<file path="src/rtl/scl_gen_pkg.sv">
package scl_gen_pkg;
  localparam int unsigned FIELD_W   = 3;
  localparam int unsigned LEN_W     = FIELD_W + 1;
  localparam int unsigned MIN_TICKS = 2;
  localparam int unsigned MAX_TICKS = MIN_TICKS + (1 << FIELD_W) - 1;
  localparam int unsigned HI_LSB    = 4;
  localparam int unsigned LO_LSB    = 0;
  localparam int unsigned TIME_W    = HI_LSB + FIELD_W;
  localparam int unsigned REQ_W     = 8;

  typedef enum logic [1:0] {
    PH_IDLE  = 2'd0,
    PH_LOW   = 2'd1,
    PH_RWAIT = 2'd2,
    PH_HIGH  = 2'd3
  } phase_e;

  typedef enum logic [1:0] {
    SEL_DIV  = 2'd0,
    SEL_TIME = 2'd1,
    SEL_REQ  = 2'd2,
    SEL_NONE = 2'd3
  } cfg_sel_e;

  // Clamp a requested tick count into the legal range and offset it.
  function automatic logic [FIELD_W-1:0] clamp_encode(input logic [REQ_W-1:0] ticks);
    logic [REQ_W-1:0] diff;
    if (ticks < REQ_W'(MIN_TICKS)) begin
      diff = '0;
    end else if (ticks > REQ_W'(MAX_TICKS)) begin
      diff = REQ_W'(MAX_TICKS - MIN_TICKS);
    end else begin
      diff = ticks - REQ_W'(MIN_TICKS);
    end
    return diff[FIELD_W-1:0];
  endfunction

  // Stored field back to a tick count.
  function automatic logic [LEN_W-1:0] field_to_len(input logic [FIELD_W-1:0] f);
    return LEN_W'(f) + LEN_W'(MIN_TICKS);
  endfunction
endpackage

</file>
<file path="src/rtl/scl_line_sync.sv">
module scl_line_sync #(
  parameter int unsigned STAGES = 2
) (
  input  logic clk,
  input  logic rst_n,
  input  logic line_in,
  output logic line_sync
);
  logic [STAGES-1:0] chain;

  generate
    if (STAGES == 1) begin : g_single
      always_ff @(posedge clk) begin
        if (!rst_n) chain <= '1;
        else        chain <= line_in;
      end
    end else begin : g_multi
      always_ff @(posedge clk) begin
        if (!rst_n) chain <= '1;
        else        chain <= {chain[STAGES-2:0], line_in};
      end
    end
  endgenerate

  assign line_sync = chain[STAGES-1];
endmodule

</file>
<file path="src/rtl/scl_cfg_regs.sv">
module scl_cfg_regs
  import scl_gen_pkg::*;
#(
  parameter int unsigned DIV_W = 16
) (
  input  logic              clk,
  input  logic              rst_n,
  input  logic              cfg_we,
  input  logic [1:0]        cfg_sel,
  input  logic [DIV_W-1:0]  cfg_wdata,
  output logic [DIV_W-1:0]  div_q,
  output logic [TIME_W-1:0] tim_q
);
  localparam int unsigned REQ_LO_LSB = 0;
  localparam int unsigned REQ_HI_LSB = REQ_W;
  localparam int unsigned GAP_W      = HI_LSB - LO_LSB - FIELD_W;

  logic [REQ_W-1:0]   req_hi, req_lo;
  logic [TIME_W-1:0]  packed_direct, packed_req;

  assign req_hi = cfg_wdata[REQ_HI_LSB +: REQ_W];
  assign req_lo = cfg_wdata[REQ_LO_LSB +: REQ_W];

  assign packed_direct = {cfg_wdata[HI_LSB +: FIELD_W], {GAP_W{1'b0}}, cfg_wdata[LO_LSB +: FIELD_W]};
  assign packed_req    = {clamp_encode(req_hi), {GAP_W{1'b0}}, clamp_encode(req_lo)};

  always_ff @(posedge clk) begin
    if (!rst_n) begin
      div_q <= '0;
      tim_q <= '0;
    end else if (cfg_we) begin
      case (cfg_sel_e'(cfg_sel))
        SEL_DIV:  div_q <= cfg_wdata;
        SEL_TIME: tim_q <= packed_direct;
        SEL_REQ:  tim_q <= packed_req;
        default:  ;
      endcase
    end
  end

  // a request below the floor lands as the minimum field code
  p_clamp_floor_r5: assert property (@(posedge clk) disable iff (!rst_n)
    (cfg_we && cfg_sel == SEL_REQ && req_hi < REQ_W'(MIN_TICKS))
      |=> (tim_q[HI_LSB +: FIELD_W] == '0));

  // a request above the ceiling lands as the maximum field code
  p_clamp_ceiling_r5: assert property (@(posedge clk) disable iff (!rst_n)
    (cfg_we && cfg_sel == SEL_REQ && req_lo > REQ_W'(MAX_TICKS))
      |=> (tim_q[LO_LSB +: FIELD_W] == '1));

  // the unused select leaves both registers untouched
  p_sel_none_r5: assert property (@(posedge clk) disable iff (!rst_n)
    (cfg_we && cfg_sel == SEL_NONE) |=> ($stable(div_q) && $stable(tim_q)));
endmodule

</file>
<file path="src/rtl/scl_prescaler.sv">
module scl_prescaler #(
  parameter int unsigned DIV_W = 16
) (
  input  logic             clk,
  input  logic             rst_n,
  input  logic             run,
  input  logic [DIV_W-1:0] div,
  output logic             tick
);
  logic [DIV_W-1:0] pcnt;

  assign tick = run && (pcnt == div);

  always_ff @(posedge clk) begin
    if (!rst_n)              pcnt <= '0;
    else if (!run || tick)   pcnt <= '0;
    else                     pcnt <= pcnt + 1'b1;
  end

  // with a non-zero divisor two ticks are never adjacent
  p_tick_spacing_r2: assert property (@(posedge clk) disable iff (!rst_n)
    (tick && div != '0) |=> (!tick || div == '0));

  // the counter never passes the divisor while counting
  p_count_bound_r2: assert property (@(posedge clk) disable iff (!rst_n)
    run |-> (pcnt <= div));
endmodule

</file>
<file path="src/rtl/scl_phase_fsm.sv">
module scl_phase_fsm
  import scl_gen_pkg::*;
#(
  parameter int unsigned DIV_W = 16
) (
  input  logic              clk,
  input  logic              rst_n,
  input  logic              en,
  input  logic              req,
  input  logic              scl_hi,
  input  logic              tick,
  input  logic [DIV_W-1:0]  div_reg,
  input  logic [TIME_W-1:0] tim_reg,
  output logic              run,
  output logic [DIV_W-1:0]  div_act,
  output logic              pull_low,
  output logic              fall_stb,
  output logic              upd_stb,
  output logic              rise_stb,
  output logic              smp_stb
);
  phase_e           state;
  logic [LEN_W-1:0] tcnt;
  logic [LEN_W-1:0] lo_len, hi_len;
  logic [LEN_W-1:0] lo_half, hi_half;
  logic             last_low, last_high;
  logic             fall_q, rise_q;

  assign lo_half   = lo_len >> 1;
  assign hi_half   = hi_len >> 1;
  assign last_low  = (tcnt == lo_len - LEN_W'(1));
  assign last_high = (tcnt == hi_len - LEN_W'(1));

  assign run      = (state == PH_LOW) || (state == PH_HIGH);
  assign pull_low = (state == PH_LOW);
  assign fall_stb = fall_q;
  assign rise_stb = rise_q;
  assign upd_stb  = (state == PH_LOW)  && tick && (tcnt == lo_half - LEN_W'(1));
  assign smp_stb  = (state == PH_HIGH) && tick && (tcnt == hi_half - LEN_W'(1));

  always_ff @(posedge clk) begin
    if (!rst_n) begin
      state   <= PH_IDLE;
      tcnt    <= '0;
      div_act <= '0;
      lo_len  <= LEN_W'(MIN_TICKS);
      hi_len  <= LEN_W'(MIN_TICKS);
      fall_q  <= 1'b0;
      rise_q  <= 1'b0;
    end else begin
      fall_q <= 1'b0;
      rise_q <= 1'b0;
      if (!en) begin
        state <= PH_IDLE;
        tcnt  <= '0;
      end else begin
        case (state)
          PH_IDLE: begin
            if (req) begin
              state   <= PH_LOW;
              tcnt    <= '0;
              fall_q  <= 1'b1;
              div_act <= div_reg;
              lo_len  <= field_to_len(tim_reg[LO_LSB +: FIELD_W]);
              hi_len  <= field_to_len(tim_reg[HI_LSB +: FIELD_W]);
            end
          end
          PH_LOW: begin
            if (tick) begin
              if (last_low) begin
                state   <= PH_RWAIT;
                tcnt    <= '0;
                div_act <= div_reg;
                lo_len  <= field_to_len(tim_reg[LO_LSB +: FIELD_W]);
                hi_len  <= field_to_len(tim_reg[HI_LSB +: FIELD_W]);
              end else begin
                tcnt <= tcnt + LEN_W'(1);
              end
            end
          end
          PH_RWAIT: begin
            if (scl_hi) begin
              state  <= PH_HIGH;
              tcnt   <= '0;
              rise_q <= 1'b1;
            end
          end
          PH_HIGH: begin
            if (tick) begin
              if (last_high) begin
                tcnt <= '0;
                if (req) begin
                  state   <= PH_LOW;
                  fall_q  <= 1'b1;
                  div_act <= div_reg;
                  lo_len  <= field_to_len(tim_reg[LO_LSB +: FIELD_W]);
                  hi_len  <= field_to_len(tim_reg[HI_LSB +: FIELD_W]);
                end else begin
                  state <= PH_IDLE;
                end
              end else begin
                tcnt <= tcnt + LEN_W'(1);
              end
            end
          end
          default: state <= PH_IDLE;
        endcase
      end
    end
  end

  // a released line read as low keeps the high phase from starting
  p_stretch_hold_r6: assert property (@(posedge clk) disable iff (!rst_n)
    (state == PH_RWAIT && !scl_hi) |=> (state != PH_HIGH));

  // dropping the enable releases the line on the next clock
  p_disable_release_r11: assert property (@(posedge clk) disable iff (!rst_n)
    !en |=> (!pull_low && state == PH_IDLE));

  // settings in use hold still for the whole of a low phase
  p_cfg_hold_r9: assert property (@(posedge clk) disable iff (!rst_n)
    (state == PH_LOW && $past(state) == PH_LOW) |-> ($stable(lo_len) && $stable(div_act)));

  // the falling strobe only ever marks a driven-low cycle
  p_fall_in_low_r8: assert property (@(posedge clk) disable iff (!rst_n)
    fall_stb |-> pull_low);

  // with no request the high phase never leads into a new low phase
  p_stop_on_idle_r10: assert property (@(posedge clk) disable iff (!rst_n)
    (state == PH_HIGH && !req) |=> (state != PH_LOW));
endmodule

</file>
<file path="src/rtl/scl_timing_gen.sv">
module scl_timing_gen
  import scl_gen_pkg::*;
#(
  parameter int unsigned DIV_W       = 16,
  parameter int unsigned SYNC_STAGES = 2
) (
  input  logic             clk,
  input  logic             rst_n,
  input  logic             gen_en,
  input  logic             byte_req,
  input  logic             cfg_we,
  input  logic [1:0]       cfg_sel,
  input  logic [DIV_W-1:0] cfg_wdata,
  input  logic             scl_in,
  output logic             scl_pull_low,
  output logic             fall_stb,
  output logic             upd_stb,
  output logic             rise_stb,
  output logic             smp_stb
);
  logic              scl_hi;
  logic              tick;
  logic              run;
  logic [DIV_W-1:0]  div_reg, div_act;
  logic [TIME_W-1:0] tim_reg;

  scl_line_sync #(.STAGES(SYNC_STAGES)) u_sync (
    .clk       (clk),
    .rst_n     (rst_n),
    .line_in   (scl_in),
    .line_sync (scl_hi)
  );

  scl_cfg_regs #(.DIV_W(DIV_W)) u_cfg (
    .clk       (clk),
    .rst_n     (rst_n),
    .cfg_we    (cfg_we),
    .cfg_sel   (cfg_sel),
    .cfg_wdata (cfg_wdata),
    .div_q     (div_reg),
    .tim_q     (tim_reg)
  );

  scl_prescaler #(.DIV_W(DIV_W)) u_pre (
    .clk   (clk),
    .rst_n (rst_n),
    .run   (run),
    .div   (div_act),
    .tick  (tick)
  );

  scl_phase_fsm #(.DIV_W(DIV_W)) u_fsm (
    .clk      (clk),
    .rst_n    (rst_n),
    .en       (gen_en),
    .req      (byte_req),
    .scl_hi   (scl_hi),
    .tick     (tick),
    .div_reg  (div_reg),
    .tim_reg  (tim_reg),
    .run      (run),
    .div_act  (div_act),
    .pull_low (scl_pull_low),
    .fall_stb (fall_stb),
    .upd_stb  (upd_stb),
    .rise_stb (rise_stb),
    .smp_stb  (smp_stb)
  );
endmodule

</file>
<file path="config.mk">
export PLATFORM = sky130hd
export DESIGN_NAME = scl_timing_gen
export DESIGN_NICKNAME = d
export VERILOG_FILES = /design/src/rtl/scl_gen_pkg.sv /design/src/rtl/scl_line_sync.sv /design/src/rtl/scl_cfg_regs.sv /design/src/rtl/scl_prescaler.sv /design/src/rtl/scl_phase_fsm.sv /design/src/rtl/scl_timing_gen.sv
export SDC_FILE = /design/constraint.sdc
export NUM_CORES = 1
export LEC_CHECK = 0
export BUFFER_PORTS_ARGS = -buffer_cell sky130_fd_sc_hd__buf_2
export CORE_ASPECT_RATIO = 0.75
export CORE_MARGIN = 1.5
export CORE_UTILIZATION = 45
export CTS_BUF_LIST = sky130_fd_sc_hd__clkbuf_4
export DETAILED_ROUTE_END_ITERATION = 16
export PLACE_DENSITY = 0.7
export SYNTH_ARGS = -nofsm -noshare
export SYNTH_HDL_FRONTEND = slang
export SYNTH_HIERARCHICAL = 1
export SYNTH_SLANG_ARGS = --single-unit
</file>
<file path="constraint.sdc">
create_clock -name clk -period 2.62 [get_ports clk]
set_clock_uncertainty 0.05 [all_clocks]
set_input_delay 0.524 -clock clk [delete_from_list [all_inputs] [get_ports clk]]
set_output_delay 0.524 -clock clk [all_outputs]
set_load 0.01 [all_outputs]
</file>
==> flow_summary.toml <==
[final_layout]
layout-drive-gt1-share_pct = 23.7
post_layout_nets = 519
stdcell_count = 587
antenna_cells = 0
fin_util_pct = 54.9
area.growth.synth_to_final_pct = 16.1
postLayoutCellArea_um2 = 4410

[sta]
layout_setup_ws_ns = 0.0526
period_share_pct = 98.0
setup_total_negative_slack_ns = 0
timing_hold_violations_final = 0
finalHoldWorstSlack_ns = 0.281
pin_slew_with_the_least_headroom_to_its_limit_ns = 0.584
max_freq_ghz = 0.389
post_route_minimum_period_ns = 2.57
finalSetupViolations = 0
slew_violations = 0
rsz_0062_raised_after_global_routing = "yes"
slew_headroom_pct = 61.0

[setup_path]
critical_path.n_buffers_inverters = 1
crit_chain = "xnor2_2, nand4_1, nor4_4, and2_4, nand2_2, nor4_2, buf_2"
worst_setup_path_start_kind = "flop"
setup.worst_path.end_class = "output port"
critPathMaxStageDelay_ns = 0.38
critical_path.reg2reg.endpoint = "u_fsm/lo_len[0]"
cp_arrival_ns = 1.99
r2r_depth = 9
crit_path_top_delay_cell = "dfxtp_4"
critical_path.reg2reg.startpoint = "u_pre/pcnt[12]"
setup.reg_to_reg.worst_slack_ns = 0.11
worst-endpoint-required_ns = 2.05
path_class = "reg -> out"
cpLargestDelayFamily = "simple AND/OR/NAND/NOR gates"
critical_path_peak_fanout = 4

[floorplan]
initial_utilization_pct = 47.3
core_area_um2 = 8020
std_cell_rows = 28
io_pins = 29
die_h_um = 82.5
design.die.area_um2 = 9000
die_width_um = 109

[hold_path]
min_path_cells = 2
min-delay-path-class = "in -> reg"
hold_path.startpoint = "scl_in"
hold_end = "u_sync/chain[0]"

[routing]
detail_route.wl_per_cell_um = 14.0
dr.first_iter.drc_count = 114
vias_per_cell = 5.32
antenna_violating_nets_post_route = 0
vias = 3122
drc = 0
drt_pass1_iterations = 4
drt_wl_total_um = 8220

[grt]
grt_busiest_layer = "met2"
grt_remaining_overflow = 0
grt_start_max_net_pins = 34
antenna_violations_before_repair = 0
grt_pass1_wl_um = 13900
globalRouteMet3Util_pct = 4.32
globalRouteMet1Util_pct = 27.7
number_of_global_route_vias_before_repair = 2903
grtUsageMet2_pct = 30.8
grt_util_all_layers_pct = 19.7

[synth]
yosys_warnings = 6
post_synth.cell_area_avg_um2 = 8.67
synth_area_um2 = 3800
postSynthNetCount = 479
netlist_instances = 438

[placed_design]
port_buffers = 28
dpl.hpwl_um = 6010
placement.setup.worst_slack_ns = 0.183
routabilityCongestion = 0.891
cell_total_after_placement = 565
post_place_cell_area_um2 = 4070

[clock_network]
worstSkewPairLatency_ns = 0.40
clkSlewWorstSetupHoldPaths_ns = 0.12
tritoncts = "done"
clockRootBuffer = "clkbuf_4"
cts.sink_count = 72
count_of_hold_buffers_inserted_by_post_cts_repair = 0
ctsLongestPathBuffers = 2
htree_num_levels = 3
cts_made_buffers = 9

[flow_run]
maxCapViolCount = 0

[power_and_ir_drop]
total_leakage_power_nw = 1.58
worst_ir_drop_vdd_v = 0.000258
p_total_mw = 2.19
power_per_cell_area_nw_per_um2 = 498

[status]
run_status = "complete, no violations"
[layer usage]
metal  vias to the layer above  wire length [µm]
met5                         -                 0
li1                       1580                 -
met1                      1474              4220
met3                         2               313
met4                         0                19
met2                        66              3660
[sequential cells by signal, indices dropped and copies added (netlist names)]
| signal | flops |
|---|---|
| u_cfg/div_q | 16 |
| u_fsm/div_act | 16 |
| u_pre/pcnt | 16 |
| u_cfg/tim_q | 6 |
| u_fsm/hi_len | 4 |
| u_fsm/lo_len | 4 |
| u_fsm/tcnt | 4 |
| u_fsm/state | 2 |
| u_sync/chain | 2 |
| u_fsm/fall_stb | 1 |
| u_fsm/rise_stb | 1 |
[power by group]
part	switching [mW]	total, mW	internal, mW	leakage, nW
Clock	0.366	0.782	0.416	0.0836
Sequential	0.0192	1.13	1.11	0.596
Combinational	0.160	0.278	0.118	0.898
Total	0.545	2.19	1.65	1.58
[final cells by class]
class / instances / area (µm²)
clock inverters: 3 / 67.6
flip-flops and latches: 72 / 1490
fillers: 726 / 3610
repair buffers: 50 / 318
well taps: 105 / 131
clock buffers: 12 / 90.1
inverters: 18 / 67.6
multi-input cells: 327 / 2250
[how the worst max path moves through the flow]
stage | startpoint | endpoint | depth (start not counted)
after global placement | u_fsm/lo_len[1] | u_fsm/hi_len[3] | 8
after CTS | u_fsm/div_act[7] | smp_stb | 7
after floorplan | u_pre/pcnt[2] | u_fsm/hi_len[1] | 9
final | u_pre/pcnt[12] | smp_stb | 7
after detailed placement | u_fsm/lo_len[2] | u_fsm/hi_len[2] | 8
after global routing | u_pre/pcnt[5] | smp_stb | 7
[worst reg2reg max path: stages (launching register included)]
cell	delay, ns
dfxtp_4	0.38
xnor2_2	0.16
nand4_1	0.21
nor4_4	0.27
and2_4	0.20
o21bai_1	0.15
o2111ai_1	0.22
nor3_4	0.37
buf_4	0.23
mux2i_1	0.19
[cell usage in the layout, fill, tap and decap left out, types with 3 or more instances in the layout]
cell type,n
nor4_1,5
a31oi_1,3
nand3_1,10
xor2_1,11
inv_1,18
xnor2_1,30
nor3_1,18
xnor2_2,9
ha_1,17
clkbuf_4,12
buf_2,28
and3_1,4
o211ai_1,4
dfxtp_4,6
a21oi_1,22
o21ai_0,3
nand2_1,95
nand4_1,5
buf_4,21
nor2_1,10
a211oi_1,5
mux2i_1,22
dfxtp_1,48
nand2b_1,5
dfxtp_2,18
[what timing repair did]
item	4_1_cts	5_1_grt
pin swaps	9	7
setup endpoints to repair	2	8
resized for setup	18	25
buffers inserted	2	5
Power figures use the tool's default switching activity.
